**config.mk**
```make
export PLATFORM = sky130hd
export DESIGN_NAME = blk_xfer_seq
export DESIGN_NICKNAME = d
export VERILOG_FILES = /design/src/rtl/xfer_seq_pkg.sv /design/src/rtl/xfer_regfile.sv /design/src/rtl/xfer_lowest.sv /design/src/rtl/xfer_popcnt.sv /design/src/rtl/blk_xfer_seq.sv
export SDC_FILE = /design/constraint.sdc
export NUM_CORES = 2
export LEC_CHECK = 0
export ABC_AREA = 1
export BUFFER_PORTS_ARGS = -buffer_cell sky130_fd_sc_hd__buf_4
export CORE_AREA = 5 5 329 331
export CTS_BUF_LIST = sky130_fd_sc_hd__clkbuf_16
export CTS_CLUSTER_DIAMETER = 120
export DETAILED_ROUTE_END_ITERATION = 6
export DIE_AREA = 0 0 334 336
export MAX_ROUTING_LAYER = met4
export PLACE_DENSITY = 0.57
export SYNTH_ARGS = -nofsm -noshare
export SYNTH_HDL_FRONTEND = slang
export SYNTH_SLANG_ARGS = --single-unit
```
**constraint.sdc**
```tcl
create_clock -name clk -period 9 [get_ports clk]
set_input_delay 0.9 -clock clk [delete_from_list [all_inputs] [get_ports clk]]
set_output_delay 0.9 -clock clk [all_outputs]
set_load 0.05 [all_outputs]
```
**src/rtl/xfer_seq_pkg.sv**
```systemverilog
package xfer_seq_pkg;

    typedef enum logic [1:0] {
        CT_SEQ    = 2'd0,
        CT_NONSEQ = 2'd1,
        CT_INT    = 2'd2
    } cyc_kind_t;

    typedef enum logic [2:0] {
        ST_IDLE,
        ST_SETUP,
        ST_XFER,
        ST_LD_INT,
        ST_PC_SEQ,
        ST_PC_NONSEQ,
        ST_FIN
    } seq_state_t;

endpackage

```
**src/rtl/xfer_regfile.sv**
```systemverilog
// Register file with two write ports (port B wins on the same index)
// and two combinational read ports.
module xfer_regfile #(
    parameter int NREG = 16,
    parameter int DW   = 32,
    parameter int IW   = $clog2(NREG)
) (
    input  logic          clk,
    input  logic          rst_n,
    input  logic          a_we,
    input  logic [IW-1:0] a_idx,
    input  logic [DW-1:0] a_data,
    input  logic          b_we,
    input  logic [IW-1:0] b_idx,
    input  logic [DW-1:0] b_data,
    input  logic [IW-1:0] r0_idx,
    output logic [DW-1:0] r0_data,
    input  logic [IW-1:0] r1_idx,
    output logic [DW-1:0] r1_data
);

    logic [DW-1:0] word [NREG];

    for (genvar g = 0; g < NREG; g++) begin : g_ent
        logic [DW-1:0] q;
        always_ff @(posedge clk or negedge rst_n) begin
            if (!rst_n) begin
                q <= '0;
            end else if (b_we && b_idx == IW'(g)) begin
                q <= b_data;
            end else if (a_we && a_idx == IW'(g)) begin
                q <= a_data;
            end
        end
        assign word[g] = q;
    end

    assign r0_data = word[r0_idx];
    assign r1_data = word[r1_idx];

endmodule

```
**src/rtl/xfer_lowest.sv**
```systemverilog
// Finds the lowest set bit of a mask and returns the mask without it.
module xfer_lowest #(
    parameter int N  = 16,
    parameter int IW = $clog2(N)
) (
    input  logic [N-1:0]  mask,
    output logic [IW-1:0] idx,
    output logic [N-1:0]  rest
);

    always_comb begin
        idx = '0;
        for (int i = N - 1; i >= 0; i--) begin
            if (mask[i]) idx = IW'(i);
        end
        rest = mask & ~({{(N-1){1'b0}}, 1'b1} << idx);
    end

endmodule

```
**src/rtl/xfer_popcnt.sv**
```systemverilog
// Counts the set bits of a mask.
module xfer_popcnt #(
    parameter int N  = 16,
    parameter int CW = $clog2(N + 1)
) (
    input  logic [N-1:0]  mask,
    output logic [CW-1:0] cnt
);

    always_comb begin
        cnt = '0;
        for (int i = 0; i < N; i++) begin
            cnt = cnt + CW'(mask[i]);
        end
    end

endmodule

```
**src/rtl/blk_xfer_seq.sv**
```systemverilog
module blk_xfer_seq
    import xfer_seq_pkg::*;
#(
    parameter int NREG = 16,
    parameter int DW   = 32
) (
    input  logic                     clk,
    input  logic                     rst_n,
    input  logic                     start,
    input  logic [NREG-1:0]          reg_mask,
    input  logic [$clog2(NREG)-1:0]  base_sel,
    input  logic                     load_sel,
    input  logic                     wb_en,
    output logic                     busy,
    output logic                     done,
    output logic                     illegal,
    output logic                     abort_trap,
    output logic [1:0]               cyc_type,
    output logic                     mem_req,
    output logic                     mem_we,
    output logic [DW-1:0]            mem_addr,
    output logic [DW-1:0]            mem_wdata,
    input  logic [DW-1:0]            mem_rdata,
    input  logic                     mem_abort,
    input  logic                     core_we,
    input  logic [$clog2(NREG)-1:0]  core_widx,
    input  logic [DW-1:0]            core_wdata,
    input  logic [$clog2(NREG)-1:0]  core_ridx,
    output logic [DW-1:0]            core_rdata
);

    localparam int IW       = $clog2(NREG);
    localparam int CW       = $clog2(NREG + 1);
    localparam int SHIFT    = $clog2(DW / 8);
    localparam int STEP     = DW / 8;
    localparam int TOP      = NREG - 1;
    localparam logic [IW-1:0] BAD_BASE = IW'(TOP);

    seq_state_t      state_q, state_d;
    logic [NREG-1:0] rem_q;
    logic            top_q;
    logic [IW-1:0]   base_q;
    logic            load_q;
    logic            wb_q;
    logic            ill_q;
    logic            first_q;
    logic            ab_q;
    logic [DW-1:0]   orig_q;
    logic [DW-1:0]   newb_q;
    logic [DW-1:0]   addr_q;

    logic [IW-1:0]   cur_idx;
    logic [NREG-1:0] rem_rest;
    logic            last_xfer;
    logic [CW-1:0]   pop_cnt;
    logic [IW-1:0]   seq_ridx;
    logic [DW-1:0]   seq_rdata;

    logic            a_we, b_we;
    logic [IW-1:0]   a_idx, b_idx;
    logic [DW-1:0]   a_data, b_data;
    cyc_kind_t       kind;

    xfer_lowest #(.N(NREG), .IW(IW)) i_lowest (
        .mask (rem_q),
        .idx  (cur_idx),
        .rest (rem_rest)
    );

    xfer_popcnt #(.N(NREG), .CW(CW)) i_popcnt (
        .mask (reg_mask),
        .cnt  (pop_cnt)
    );

    xfer_regfile #(.NREG(NREG), .DW(DW), .IW(IW)) i_rf (
        .clk     (clk),
        .rst_n   (rst_n),
        .a_we    (a_we),
        .a_idx   (a_idx),
        .a_data  (a_data),
        .b_we    (b_we),
        .b_idx   (b_idx),
        .b_data  (b_data),
        .r0_idx  (core_ridx),
        .r0_data (core_rdata),
        .r1_idx  (seq_ridx),
        .r1_data (seq_rdata)
    );

    assign last_xfer = (rem_rest == '0);
    assign seq_ridx  = (state_q == ST_IDLE) ? base_sel : cur_idx;

    // Next-state logic
    always_comb begin
        state_d = state_q;
        unique case (state_q)
            ST_IDLE:      if (start) state_d = (base_sel == BAD_BASE || reg_mask == '0)
                                               ? ST_FIN : ST_SETUP;
            ST_SETUP:     state_d = ST_XFER;
            ST_XFER:      if (last_xfer) state_d = load_q ? ST_LD_INT : ST_IDLE;
            ST_LD_INT:    state_d = top_q ? ST_PC_SEQ : ST_IDLE;
            ST_PC_SEQ:    state_d = ST_PC_NONSEQ;
            ST_PC_NONSEQ: state_d = ST_IDLE;
            ST_FIN:       state_d = ST_IDLE;
            default:      state_d = ST_IDLE;
        endcase
    end

    // State register and captured operands
    always_ff @(posedge clk or negedge rst_n) begin
        if (!rst_n) begin
            state_q <= ST_IDLE;
            rem_q   <= '0;
            top_q   <= 1'b0;
            base_q  <= '0;
            load_q  <= 1'b0;
            wb_q    <= 1'b0;
            ill_q   <= 1'b0;
            first_q <= 1'b0;
            ab_q    <= 1'b0;
            orig_q  <= '0;
            newb_q  <= '0;
            addr_q  <= '0;
        end else begin
            state_q <= state_d;
            if (state_q == ST_IDLE && start) begin
                rem_q   <= reg_mask;
                top_q   <= reg_mask[TOP];
                base_q  <= base_sel;
                load_q  <= load_sel;
                wb_q    <= wb_en;
                ill_q   <= (base_sel == BAD_BASE);
                first_q <= 1'b1;
                ab_q    <= 1'b0;
                orig_q  <= seq_rdata;
                newb_q  <= seq_rdata + (DW'(pop_cnt) << SHIFT);
                addr_q  <= seq_rdata;
            end else if (state_q == ST_XFER) begin
                rem_q   <= rem_rest;
                addr_q  <= addr_q + DW'(STEP);
                first_q <= 1'b0;
                if (mem_abort) ab_q <= 1'b1;
            end
        end
    end

    // Outputs and register file write control
    always_comb begin
        kind      = CT_INT;
        done      = 1'b0;
        mem_req   = 1'b0;
        mem_we    = 1'b0;
        mem_addr  = addr_q;
        mem_wdata = seq_rdata;
        a_we      = 1'b0;
        a_idx     = base_q;
        a_data    = newb_q;
        b_we      = 1'b0;
        b_idx     = cur_idx;
        b_data    = mem_rdata;
        unique case (state_q)
            ST_IDLE: begin
                b_we   = core_we;
                b_idx  = core_widx;
                b_data = core_wdata;
            end
            ST_SETUP: kind = CT_NONSEQ;
            ST_XFER: begin
                mem_req = 1'b1;
                mem_we  = !load_q;
                kind    = (!load_q && last_xfer) ? CT_NONSEQ : CT_SEQ;
                done    = !load_q && last_xfer;
                a_we    = first_q && wb_q;
                b_we    = load_q && !ab_q && !mem_abort;
            end
            ST_LD_INT: begin
                done   = !top_q;
                a_we   = ab_q;
                a_data = wb_q ? newb_q : orig_q;
            end
            ST_PC_SEQ:    kind = CT_SEQ;
            ST_PC_NONSEQ: begin
                kind = CT_NONSEQ;
                done = 1'b1;
            end
            ST_FIN:  done = 1'b1;
            default: kind = CT_INT;
        endcase
    end

    assign busy       = (state_q != ST_IDLE);
    assign cyc_type   = kind;
    assign illegal    = (state_q == ST_FIN) && ill_q;
    assign abort_trap = done && (ab_q || (state_q == ST_XFER && mem_abort));

endmodule

```
==> out/metrics.cfg <==
[sta]
period_minus_slack_ps = 6770
setup_violations = 0
period_share_pct = 75.3
clock_skew_ps = 33.5
fmax_mhz = 148
tightest_slew_ps = 1240
relSlewSlack_pct = 17.6
hold_violations = 0
rsz0062_at_grt = no
final.setup.tns_ps = 0
maxSlewViolCount = 0

[synthesis]
synth_common_cells = nand2_1, nand3_1, dfrtp_1
avgSynthCellArea_um2 = 7.38
yosys_warnings = 0
yosysSeqAreaShare_pct = 39.2
synth_edf_count = 0
synth_nets = 5611
synth_top_area_share_pct = 39.2
synth.area.top_cells = dfrtp_1, nand3_1, nand2_1
syn_area_um2 = 40500
yosys_register_bits = 635
yosysMostFrequentCell = nand2_1
syn_inst = 5488
yosys.area.top_type = dfrtp_1
synthArstFlopShare_pct = 100
synth_cell_types = 50
synth_ff_type = dfrtp_1

[worst_setup_path]
crit_arrival_ps = 5870
crit_path_end_kind = output port
criticalPathCategory = register to output port
reg2reg_from = state_q[0]
crit_path_start_kind = register
required_ps = 8100
critPathMaxFanout = 135
critPathLaunch = state_q[0]

[detailed_routing]
routed_wl_um = 192000
vias_per_cell = 6.36
drt-pass1-iter-count = 7
postRouteAntennaNets = 0
wire_per_inst_um = 28.2
drcViolationCount = 17
num_vias = 43300
drt_iter0_markers = 6483

[cells_and_area]
final-instance-count-excl-fill = 6800
drive_gt1_share_pct = 9.87
insertedDiodeCount = 0
fin_nets = 5473
num-fill-cells = 10700
area_growth_pct = 11.9

[worst_hold_path]
hold_class = primary input to async pin

[grt]
grt_antenna_before_repair = 1
grtUsageTotal_pct = 33.8
grt_pass1_wl_um = 278000
grt_pass1_vias = 40200
grt_max_degree = 239
grt_overflow = 0

[placed_design]
gp_congestion = 0.895
hpwl_um = 104000
portBuffers = 202
placed_cells_incl_taps = 6660

[clock_network]
h-tree-depth = 3
cts.path.max_buffers = 3
clock-root-buffer = clkbuf_16
cts_buffers = 79
ctsResizeCount = 0
worstSkewPairLatency_ps = 670
cts_tree = built
clk_pin_slew_ps = 60
postCtsSetupBuffers = 0
cts_hold_buf = 0
cts.sinks = 635

[floorplanning]
dieArea_um2 = 112000
dieHeight_um = 336
die_w_um = 334
ios = 203
start_util_pct = 38.6
num_rows = 119
coreArea_um2 = 105000

[power_and_ir_drop]
leakage_uw = 0.0194
cellPowerDensity_nw_per_um2 = 470
ir_drop_v = 0.000521

[job]
max-cap-violations = 0

[run_status]
failed_checks = design-rule violations
outcome = finished with violations

-- logic make-up after synthesis --
| family | synth area share [%] |
|---|---|
| xor gates and xnor gates | 0.454 |
| AOI/OAI and AO/OA | 23.4 |
| adders and majority gates | 0.946 |
| muxes | 0.0494 |
| and+or+nand+nor | 24.5 |
| buffers and inverters | 11.4 |
| DFF | 39.2 |
-- metrics by stage --
stage | hold slack (ps) | worst slack (ps) | util, % | instance area (um^2) | power [uW]
global route | 355 | 2090 | 43.2 | 45300 | 22400
CTS | 335 | 2550 | 43.2 | 45300 | 20900
global placement | 464 | 2500 | 40.7 | 42700 | 17500
finish | 283 | 2230 | 43.2 | 45300 | 21300
floorplan | 449 | 3210 | - | 40500 | 13200
detailed placement | 467 | 2470 | 40.7 | 42700 | 17600
-- final timing paths --
path,depth (start not counted),slack [ps],endpoint
hold reg to reg,2,480,orig_q[8]
setup reg to reg,24,2930,newb_q[24]
max in group asynchronous,3,6600,mem_addr[16]
setup / recovery,13,2230,mem_wdata[24]
min in group clk,3,440,load_q
hold / removal,1,280,i_rf.g_ent[11].q[29]
-- critical path, cell delays in order, from the launching register on --
cell     delay (ps)
dfrtp_1         410
nor2_1          120
nand2_4         700
nand2_8         610
nand2_8         810
buf_4           800
nand2_1         130
o21ai_0         110
nand2_1          80
nand3_1          80
nand3_1         130
nand2_1         480
inv_1           200
buf_4           240
-- power by group --
group | leakage [uW] | total, uW | internal [uW] | switching, uW
Combinational | 0.0100 | 13200 | 3390 | 9770
Clock | 0.00133 | 3330 | 1950 | 1380
Sequential | 0.00805 | 4800 | 4050 | 755
Total | 0.0194 | 21300 | 9380 | 11900
-- layout make-up --
| type | instances | area (um^2) | area share (%) |
|---|---|---|---|
| tap | 1391 | 1740 | 3.84 |
| inverter | 617 | 2320 | 5.12 |
| sequential | 635 | 15900 | 35.1 |
| timing repair buffer | 310 | 2450 | 5.40 |
| multi-input combinational | 3707 | 20300 | 44.8 |
| clock inverter | 57 | 522 | 1.15 |
| clock buffer | 83 | 2080 | 4.59 |
-- layout by cell type, fill, tap and decap left out, types with 12 or more instances in the layout --
| cell type | count |
|---|---|
| nand4_1 | 21 |
| buf_4 | 299 |
| o211ai_1 | 183 |
| a22oi_1 | 12 |
| clkinv_1 | 14 |
| o221ai_1 | 385 |
| o21ai_0 | 380 |
| nor2_1 | 156 |
| o21ai_1 | 35 |
| inv_2 | 32 |
| ha_1 | 13 |
| and2_0 | 32 |
| nor2_4 | 14 |
| clkinv_2 | 13 |
| xor2_1 | 19 |
| nand3_1 | 945 |
| nor3_1 | 18 |
| clkbuf_16 | 83 |
| nand2_2 | 14 |
| a21oi_1 | 286 |
| nand2_1 | 992 |
| dfrtp_1 | 635 |
| o311ai_0 | 97 |
| inv_1 | 597 |
-- routing by layer --
metal | vias up | wire length, um | GRT usage [%]
met5 | - | 0 | -
met4 | 0 | 9370 | 13.7
met3 | 596 | 25300 | 9.00
met2 | 3027 | 79800 | 48.4
met1 | 20700 | 77100 | 45.7
li1 | 19000 | - | -
-- state kept, by name, summed over array words and instances (netlist names), 3 cells and up --
name,cells
i_rf.g_ent.q,512
mem_addr,32
orig_q,32
newb_q,30
rem_q,16
a_idx,4
state_q,3
Note: power is estimated with default switching activity, not from simulation.
